**src/rtl/alu_pkg.sv**
```systemverilog
package alu_pkg;

  typedef enum logic [3:0] {
    MODE_ADD  = 4'b0000,
    MODE_ADDU = 4'b0001,
    MODE_SUB  = 4'b0010,
    MODE_SUBU = 4'b0011,
    MODE_AND  = 4'b0100,
    MODE_OR   = 4'b0101,
    MODE_XOR  = 4'b0110,
    MODE_NOR  = 4'b0111,
    MODE_SLT  = 4'b1010,
    MODE_SLTU = 4'b1011
  } alu_mode_e;

  // bits per first-level lookahead group, groups per second-level section
  localparam int unsigned CLA_W   = 4;
  localparam int unsigned CLA_GPS = 4;

endpackage

```
**src/rtl/alu_cla_unit.sv**
```systemverilog
// Flattened lookahead over N positions: carry into each position plus block generate/propagate.
module alu_cla_unit #(
  parameter int unsigned N = 4
) (
  input  logic [N-1:0] g_i,
  input  logic [N-1:0] p_i,
  input  logic         c_i,
  output logic [N-1:0] c_o,
  output logic         g_o,
  output logic         p_o
);

  always_comb begin
    for (int i = 0; i < N; i++) begin
      logic acc;
      acc = c_i;
      for (int k = 0; k < i; k++) acc = acc & p_i[k];
      for (int j = 0; j < i; j++) begin
        logic term;
        term = g_i[j];
        for (int k = j + 1; k < i; k++) term = term & p_i[k];
        acc = acc | term;
      end
      c_o[i] = acc;
    end
  end

  always_comb begin
    g_o = 1'b0;
    for (int j = 0; j < N; j++) begin
      logic term;
      term = g_i[j];
      for (int k = j + 1; k < N; k++) term = term & p_i[k];
      g_o = g_o | term;
    end
    p_o = &p_i;
  end

endmodule

```
**src/rtl/alu_cla_adder.sv**
```systemverilog
module alu_cla_adder
  import alu_pkg::*;
#(
  parameter int unsigned WIDTH = 32
) (
  input  logic [WIDTH-1:0] a_i,
  input  logic [WIDTH-1:0] b_i,
  input  logic             c_i,
  output logic [WIDTH-1:0] sum_o,
  output logic             c_msb_o,
  output logic             c_out_o
);

  localparam int unsigned SEC_W = CLA_W * CLA_GPS;
  localparam int unsigned NSEC  = WIDTH / SEC_W;
  localparam int unsigned NGRP  = NSEC * CLA_GPS;

  logic [WIDTH-1:0] g, p, c;
  logic [NGRP-1:0]  grp_g, grp_p, grp_c;
  logic [NSEC-1:0]  sec_g, sec_p, sec_c;
  logic             top_g, top_p;

  assign g = a_i & b_i;
  assign p = a_i ^ b_i;

  alu_cla_unit #(.N(NSEC)) u_top (
    .g_i(sec_g), .p_i(sec_p), .c_i(c_i),
    .c_o(sec_c), .g_o(top_g), .p_o(top_p)
  );

  for (genvar s = 0; s < NSEC; s++) begin : g_sec
    alu_cla_unit #(.N(CLA_GPS)) u_lvl2 (
      .g_i(grp_g[s*CLA_GPS +: CLA_GPS]), .p_i(grp_p[s*CLA_GPS +: CLA_GPS]),
      .c_i(sec_c[s]), .c_o(grp_c[s*CLA_GPS +: CLA_GPS]),
      .g_o(sec_g[s]), .p_o(sec_p[s])
    );
    for (genvar k = 0; k < CLA_GPS; k++) begin : g_grp
      localparam int unsigned IDX = s * CLA_GPS + k;
      alu_cla_unit #(.N(CLA_W)) u_lvl1 (
        .g_i(g[IDX*CLA_W +: CLA_W]), .p_i(p[IDX*CLA_W +: CLA_W]),
        .c_i(grp_c[IDX]), .c_o(c[IDX*CLA_W +: CLA_W]),
        .g_o(grp_g[IDX]), .p_o(grp_p[IDX])
      );
    end
  end

  assign sum_o   = p ^ c;
  assign c_msb_o = c[WIDTH-1];
  assign c_out_o = top_g | (top_p & c_i);

  // lookahead tree agrees with a plain wide sum
  always_comb begin
    a_r1_cla_sum: assert ({c_out_o, sum_o} ==
                          ({1'b0, a_i} + {1'b0, b_i} + {{WIDTH{1'b0}}, c_i}))
      else $error("lookahead sum mismatch");
  end

endmodule

```
**src/rtl/alu32_core.sv**
```systemverilog
module alu32_core
  import alu_pkg::*;
#(
  parameter int unsigned WIDTH = 32
) (
  input  logic [WIDTH-1:0] a_i,
  input  logic [WIDTH-1:0] b_i,
  input  logic [3:0]       mode_i,
  output logic [WIDTH-1:0] s_o,
  output logic             carry_o,
  output logic             ovf_o
);

  logic             is_sub;
  logic [WIDTH-1:0] b_eff, sum;
  logic             c_msb, c_out, ovf_raw, lt_s, lt_u;

  assign is_sub = (mode_i == MODE_SUB) || (mode_i == MODE_SUBU) ||
                  (mode_i == MODE_SLT) || (mode_i == MODE_SLTU);
  assign b_eff  = is_sub ? ~b_i : b_i;

  alu_cla_adder #(.WIDTH(WIDTH)) u_add (
    .a_i(a_i), .b_i(b_eff), .c_i(is_sub),
    .sum_o(sum), .c_msb_o(c_msb), .c_out_o(c_out)
  );

  assign ovf_raw = c_msb ^ c_out;
  assign lt_s    = sum[WIDTH-1] ^ ovf_raw;  // sign corrected for wrap
  assign lt_u    = ~c_out;                  // borrow

  always_comb begin
    s_o     = '0;
    carry_o = 1'b0;
    ovf_o   = 1'b0;
    case (mode_i)
      MODE_ADD, MODE_SUB: begin
        s_o = sum; carry_o = c_out; ovf_o = ovf_raw;
      end
      MODE_ADDU, MODE_SUBU: begin
        s_o = sum; carry_o = c_out;
      end
      MODE_AND:  s_o = a_i & b_i;
      MODE_OR:   s_o = a_i | b_i;
      MODE_XOR:  s_o = a_i ^ b_i;
      MODE_NOR:  s_o = ~(a_i | b_i);
      MODE_SLT:  s_o = {{(WIDTH-1){1'b0}}, lt_s};
      MODE_SLTU: s_o = {{(WIDTH-1){1'b0}}, lt_u};
      default: ;
    endcase
  end

  always_comb begin
    if (mode_i == MODE_ADD)
      a_r3_add_ovf_sign: assert (ovf_o == ((a_i[WIDTH-1] == b_i[WIDTH-1]) &&
                                           (s_o[WIDTH-1] != a_i[WIDTH-1])))
        else $error("signed add overflow wrong");
    if (mode_i == MODE_SUB)
      a_r2_sub_value: assert (s_o == a_i - b_i)
        else $error("subtract result wrong");
    if ((mode_i == MODE_ADDU) || (mode_i == MODE_SUBU))
      a_r4_unsigned_no_ovf: assert (!ovf_o)
        else $error("unsigned mode raised overflow");
    if ((mode_i == MODE_AND) || (mode_i == MODE_OR) ||
        (mode_i == MODE_XOR) || (mode_i == MODE_NOR))
      a_r5_logic_flags: assert (!carry_o && !ovf_o)
        else $error("logic mode raised a flag");
    if (mode_i == MODE_SLT)
      a_r6_slt_signed: assert ((s_o == {{(WIDTH-1){1'b0}}, ($signed(a_i) < $signed(b_i))}) &&
                               !carry_o && !ovf_o)
        else $error("signed compare wrong");
    if (mode_i == MODE_SLTU)
      a_r7_slt_unsigned: assert ((s_o == {{(WIDTH-1){1'b0}}, (a_i < b_i)}) &&
                                 !carry_o && !ovf_o)
        else $error("unsigned compare wrong");
    if ((mode_i == 4'b1000) || (mode_i == 4'b1001) || (mode_i[3:2] == 2'b11))
      a_r8_unused_zero: assert ((s_o == '0) && !carry_o && !ovf_o)
        else $error("unused code produced output");
  end

endmodule

```
**config.mk**
```make
export PLATFORM = sky130hd
export DESIGN_NAME = alu32_core
export DESIGN_NICKNAME = d
export VERILOG_FILES = /design/src/rtl/alu_pkg.sv /design/src/rtl/alu_cla_unit.sv /design/src/rtl/alu_cla_adder.sv /design/src/rtl/alu32_core.sv
export SDC_FILE = /design/constraint.sdc
export NUM_CORES = 1
export LEC_CHECK = 0
export ABC_AREA = 1
export BUFFER_PORTS_ARGS = -buffer_cell sky130_fd_sc_hd__buf_2
export CAP_MARGIN = 25
export CORE_UTILIZATION = 55
export DETAILED_ROUTE_END_ITERATION = 10
export PLACE_DENSITY = 0.83
export SLEW_MARGIN = 20
export SYNTH_ARGS = -nofsm -noshare
export SYNTH_HDL_FRONTEND = slang
export SYNTH_SLANG_ARGS = --single-unit
```
**constraint.sdc**
```tcl
create_clock -name vclk -period 6.53
set_input_delay 0.9795 -clock vclk [all_inputs]
set_output_delay 0.9795 -clock vclk [all_outputs]
set_load 0.01 [all_outputs]
```
# Yosys cells after proc, flatten, opt, wreduce, memory -nomap -nowiden

Index checks and enable logic that the tools add are counted.
W data, S select, Z words.

Eq/ne operators: 9
Mux-type cells: 4
Bitwise logic cells: 197
Reductions and logical operators: 17

Operators with widths:

| kind                 | count |
|---|---|
| $pmux W32 S7         | 1 |
| $xor A32 B32 Y32     | 3 |
| $and A1 B1 Y1        | 93 |
| $or A1 B1 Y1         | 93 |
| $and A32 B32 Y32     | 2 |
| $not A32 Y32         | 2 |
| $mux W32             | 1 |
| $or A32 B32 Y32      | 1 |
| $reduce_and A16 Y1   | 2 |
| $reduce_and A32 Y1   | 1 |
| $reduce_and A4 Y1    | 8 |
| $eq A4 B3 Y1 const B | 4 |
| $eq A4 B2 Y1 const B | 2 |
| $eq A4 B4 Y1 const B | 2 |
| $eq A4 B1 Y1 const B | 1 |
| $logic_not A4 Y1     | 1 |
| $reduce_or A4 Y1     | 1 |
| $logic_or A1 B1 Y1   | 3 |
| $mux W1              | 2 |
| $reduce_or A2 Y1     | 1 |
| $xor A1 B1 Y1        | 2 |
| $not A1 Y1           | 1 |

Bits in registers: 0
Bits of input ports: 68
Output and inout bits: 34

# Depth between registers and ports, before layout

Depth in word-level cells: 34
Mapped depth: 24
Gate-level depth less buffers: 23

# Cells and area by module

Synthesis repeated with hierarchy kept, for this count alone.

Cells, all modules: 886
Area, all modules: 4993.5 µm²

By module, submodules not included:

| module                                            | instances | cells each | area an instance (µm²) | sequential area each (µm²) |
|---|---|---|---|---|
| alu32_core                                        | 1         | 502        | 2955.3                 | 0.0 |
| alu_cla_adder                                     | 1         | 195        | 1012.2                 | 0.0 |
| alu_cla_unit (u_add.g_sec[0].g_grp[0].u_lvl1 ...) | 10        | 18         | 98.8                   | 0.0 |
| alu_cla_unit (u_add.u_top)                        | 1         | 9          | 37.5                   | 0.0 |

# Least setup slack after synthesis

No wires, ideal clock.

Path kind: input-to-output
Start: in mode_i[1]
End: out s_o[12]
Arrival time: 3.557 ns
Path slack: 1.994 ns
Stages on the path: 17
Path buffers: 1
Cells stage by stage: inv_2 nor2_4 buf_2 xor2_1 ha_1 nand2_1 inv_1 nand2_1 nand2_1 nand2_1 nand2_1 a21oi_1 inv_1 a31o_1 fa_1 a221oi_1 nand3_1

Longest elaborated chain between the ends: 19

RTL lines:

| element                                                     | line                                     | text |
|---|---|---|
| start: declaration                                          | alu32_core.sv:8                          | `input logic [3:0] mode_i,` |
| $eq A4 B2 Y1                                                | alu32_core.sv:18, alu32_core.sv:35       |  |
| $logic_or A1 B1 Y1 (2 in a row)                             | alu32_core.sv:18                         | `assign is_sub = (mode_i == MODE_SUB) \|\| (mode_i == MODE_SUBU) \|\|` |
| $logic_or A1 B1 Y1                                          | alu32_core.sv:19                         | `(mode_i == MODE_SLT) \|\| (mode_i == MODE_SLTU);` |
| $mux W32                                                    | alu32_core.sv:20                         | `assign b_eff = is_sub ? ~b_i : b_i;` |
| $and A32 B32 Y32 / $xor A32 B32 Y32 (equally long branches) | alu_cla_adder.sv:23, alu_cla_adder.sv:24 |  |
| $and A1 B1 Y1 (3 in a row)                                  | alu_cla_unit.sv:33                       | `for (int k = j + 1; k < N; k++) term = term & p_i[k];` |
| $or A1 B1 Y1 (3 in a row)                                   | alu_cla_unit.sv:34                       | `g_o = g_o \| term;` |
| $and A1 B1 Y1 (2 in a row)                                  | alu_cla_unit.sv:21                       | `for (int k = j + 1; k < i; k++) term = term & p_i[k];` |
| $or A1 B1 Y1 (3 in a row)                                   | alu_cla_unit.sv:22                       | `acc = acc \| term;` |
| $xor A32 B32 Y32                                            | alu_cla_adder.sv:47                      | `assign sum_o = p ^ c;` |
| $pmux W32 S7 (*)                                            | alu32_core.sv:35                         | `case (mode_i)` |
| end: declaration                                            | alu32_core.sv:9                          | `output logic [WIDTH-1:0] s_o,` |

Mark *: on every way between the ends. The rest lies on a longest branch, timed or not.

# Final worst setup path

Start: in mode_i[1]
End: out s_o[29]

Longest elaborated chain between the ends: 29

RTL lines:

| element                                                     | line                                     | text |
|---|---|---|
| $eq A4 B2 Y1                                                | alu32_core.sv:18, alu32_core.sv:35       |  |
| $logic_or A1 B1 Y1 (2 in a row)                             | alu32_core.sv:18                         |  |
| $logic_or A1 B1 Y1                                          | alu32_core.sv:19                         |  |
| $mux W32                                                    | alu32_core.sv:20                         |  |
| $and A32 B32 Y32 / $xor A32 B32 Y32 (equally long branches) | alu_cla_adder.sv:23, alu_cla_adder.sv:24 |  |
| $and A1 B1 Y1 (3 in a row)                                  | alu_cla_unit.sv:33                       |  |
| $or A1 B1 Y1 (3 in a row)                                   | alu_cla_unit.sv:34                       |  |
| $and A1 B1 Y1 (3 in a row)                                  | alu_cla_unit.sv:33                       |  |
| $or A1 B1 Y1 (3 in a row)                                   | alu_cla_unit.sv:34                       |  |
| $or A1 B1 Y1                                                | alu_cla_unit.sv:22                       |  |
| $and A1 B1 Y1 (3 in a row)                                  | alu_cla_unit.sv:17                       | `for (int k = 0; k < i; k++) acc = acc & p_i[k];` |
| $or A1 B1 Y1 (3 in a row)                                   | alu_cla_unit.sv:22                       |  |
| $and A1 B1 Y1                                               | alu_cla_unit.sv:17                       |  |
| $or A1 B1 Y1                                                | alu_cla_unit.sv:22                       |  |
| $xor A32 B32 Y32                                            | alu_cla_adder.sv:47                      |  |
| $pmux W32 S7 (*)                                            | alu32_core.sv:35                         |  |

Marked as above.

==> reports/summary.md <==
The flow ran to the end, and the final reports show no timing, DRC or antenna violations. The capture point of the critical path is s_o[29]. The first global-routing pass estimated 16800 um of wire.

0 antenna diodes ended up in the layout. Among cell families on the critical path, the largest total delay comes from simple AND/OR/NAND/NOR gates. The proportion of power drawn by combinational gates came out at 100.0%. Across every metal layer, demand over resource in global routing totals 27.1%. The hold violation count in the final report is 0, and the top-level port count is 102.

For the overall die area, the log shows 7390 um^2. The max-slew violation total from the final report is 0, and the number of clock buffers in the layout is 0. The net count of the finished layout is 879. The final HPWL from detailed placement is 7880 um, and the switching power share of the total is 59.4%. The filler-free cell count of the finished design was 795; the count of hold-fix buffers inserted at cts was 0.

In the synthesized netlist, the number of instances is 611. The tools report the violation count after the first detailed-route iteration as 167. The power density over cell area came out at 84.7 nW/um^2.

Entering global routing, the biggest net connects 33 pins. The total number of yosys warnings is 0, and the fraction of layout cells with a size suffix above 1 is 17.6%. The run gives 0.0539 mV as the maximum VDD drop.

The critical path goes through buf_2 > inv_2 > nor2_4 > buf_4 > xor2_1 > inv_1 > ha_1 > nand2_1 > nor2_1 > nand4_1 > nand4_1 > inv_1 > fa_1 > xnor2_1 > a221oi_1 > nand3_1 > buf_2. After routing, the total negative slack on setup checks comes to 0 ps. In this run, placement finished with an instance count of 795.

Buffers placed on the I/O ports in this run total 102. The worst setup path is launched from an input port. Overall power consumption after layout is estimated at 0.376 mW. The max-capacitance violation count came out at 0. Global routing finished with a remaining overflow of 0. Setup violations remaining at the end of the flow were counted as 0.

The remaining antenna violation count is 0. There are 0 flip-flops and latches. The critical path starts at mode_i[1]. Of the synthesized area, sequential elements account for 0%. The proportion of power drawn by flip-flops and latches came out at 0%.

For the effective utilization at floorplan, the log shows 57.1%. Cell leakage power: 2.76 nW. Routability-driven placement finished with a final weighted congestion of 0.852. The critical path in this run is classified as in -> out.

In the final layout, flip-flops and latches occupy 0 um^2. Compared with the post-synthesis result, the final layout area differs by 14.5%. The average size of a mapped cell came out at 6.35 um^2. Data on the critical path is required at its endpoint by 5550 ps. Post-CTS repair timing setup buffer count: 0. The slowest library cell on the worst path was sky130_fd_sc_hd__nor2_4. The area fraction of the dominant cell type after synthesis was 33.2%; the number of antenna violations at the first check in global routing was 0. For the via count of the first global-routing pass, the log shows 4004. Subtracting the final worst setup slack from the clock period gives 5300 ps. Measured against its own limit, the worst slew margin works out to 38.4%.

The per-cell via count in the routed design is 5.29. The depth of the critical timing path with buffers and inverters included is 17. In this run the worst path has a maximum fanout of 20. Summed over all nets, the switching power comes to 0.223 mW. The number of buffers and inverters on the critical path is 6. The delay of the slowest cell on the worst path works out to 530 ps. Yosys attributes the largest share of cell area to sky130_fd_sc_hd__ha_1 (33%), sky130_fd_sc_hd__nand2_1 (14%), sky130_fd_sc_hd__inv_1 (11%), sky130_fd_sc_hd__xor2_1 (8.1%), sky130_fd_sc_hd__a21oi_1 (4.5%). In the final routed layout, each cell accounts on average for 12.6 um. The logs give 0.153 mW for the internal power summed over all cells and 0% for the clock share of power. Height of the die: 86.0 um.

Count of distinct cell types in the synthesized netlist: 32. Across all hold checks on the routed design, the worst slack comes to 2430 ps. The routed design has 9990 um of wire.

In this run, post-CTS repair resized a total of 0 instances. The tools report the element type at the critical path end as an output pin. After floorplanning, the core was sized to cover 6790 um^2. The number of nets in the synthesized netlist is 789.

For this run, design rule violations remaining after detail routing come to 0. The period utilization was 81.2%; the site row count was 30. The transition time of the tightest slew-check pin works out to 924 ps.

For this run, the top clock speed supported by timing is 189 MHz. Setup repair after global routing left no endpoint under its margin. The class of the worst hold path is in -> out. sky130_fd_sc_hd__ha_1 takes more of the synthesized area than any other cell.

The first TritonRoute pass finished after 5 iterations. The post-synthesis instance area was 3880 um^2. The arrival time reported for the critical path endpoint is 4320 ps, and the die width is 86.0 um.

For the count of vias placed by the detailed router, the log shows 4203.
-- metrics by stage --
step / area [um^2] / setup slack [ps] / utilization [%]
2_1_floorplan: 3880 / 1990 / -
3_3_place_gp: 4440 / 1340 / 65.4
3_5_place_dp: 4440 / 1230 / 65.4
4_1_cts: 4440 / 1220 / 65.4
5_1_grt: 4440 / 903 / 65.4
6_report: 4440 / 1230 / 65.4
-- Yosys cell counts, drive strengths merged --
| cell | count |
|---|---|
| nand2 | 150 |
| buf | 14 |
| inv | 121 |
| a221oi | 15 |
| o21ai | 19 |
| o221ai | 4 |
| nand3 | 30 |
| nor4 | 2 |
| a21oi | 35 |
| o211ai | 16 |
| o2111ai | 1 |
| nand4 | 3 |
| nor2 | 36 |
| a21o | 2 |
| or2 | 8 |
| clkbuf | 3 |
| xor2 | 36 |
| a221o | 1 |
| o2111a | 1 |
| fa | 7 |
| ha | 103 |
| xnor2 | 3 |
| a31o | 1 |
-- per-layer routing --
metal	global-route usage [%]	share of wire (%)	vias up
met2	52.5	50	138
met4	4.70	0.86	0
li1	-	-	2152
met3	0.674	4.7	10
met1	33.4	44	1903
met5	0	0	-
-- power by group through the flow --
stage | clock network [mW] | logic [mW] | registers, mW
after floorplan | 0 | 0.256 | 0
after global placement | 0 | 0.356 | 0
after detailed placement | 0 | 0.373 | 0
after CTS | 0 | 0.375 | 0
after global routing | 0 | 0.427 | 0
final | 0 | 0.376 | 0
-- layout by cell type, fill, tap and decap left out, drive strengths merged --
master   synthesis  final
nand2          150    150
nor4             2      2
o2111ai          1      1
xor2            36     36
nor2            36     36
or2              8      8
ha             103    103
a21oi           35     35
buf             14    105
a31o             1      1
fa               7      7
o221ai           4      4
a221oi          15     15
o2111a           1      1
nand4            3      3
nand3           30     30
a21o             2      2
xnor2            3      3
o21ai           19     19
a221o            1      1
o211ai          16     16
inv            121    121
-- worst min path at each step --
stage | to | slack [ps] | from | depth (start not counted)
finish | s_o[28] | 2430 | b_i[28] | 5
floorplan | ovf_o | 2110 | mode_i[0] | 3
global route | s_o[1] | 2460 | a_i[1] | 5
global placement | ovf_o | 2410 | mode_i[0] | 5
detailed placement | s_o[20] | 2440 | b_i[20] | 5
CTS | ovf_o | 2440 | mode_i[0] | 5
-- final cells by class --
class                           instances  area [um^2]
Fill cell                             637         2350
Timing Repair Buffer                  105          533
Tap cell                               96          120
Inverter                              121          454
Multi-Input combinational cell        473         3340
-- logic make-up after synthesis --
family	after synthesis	synth area share [%]
compound gates	95	15.7
buf+inv	138	14.0
fa+ha+maj	110	36.8
simple gates	229	24.6
xor+xnor	39	8.80
Note: power is estimated with default switching activity, not from simulation.
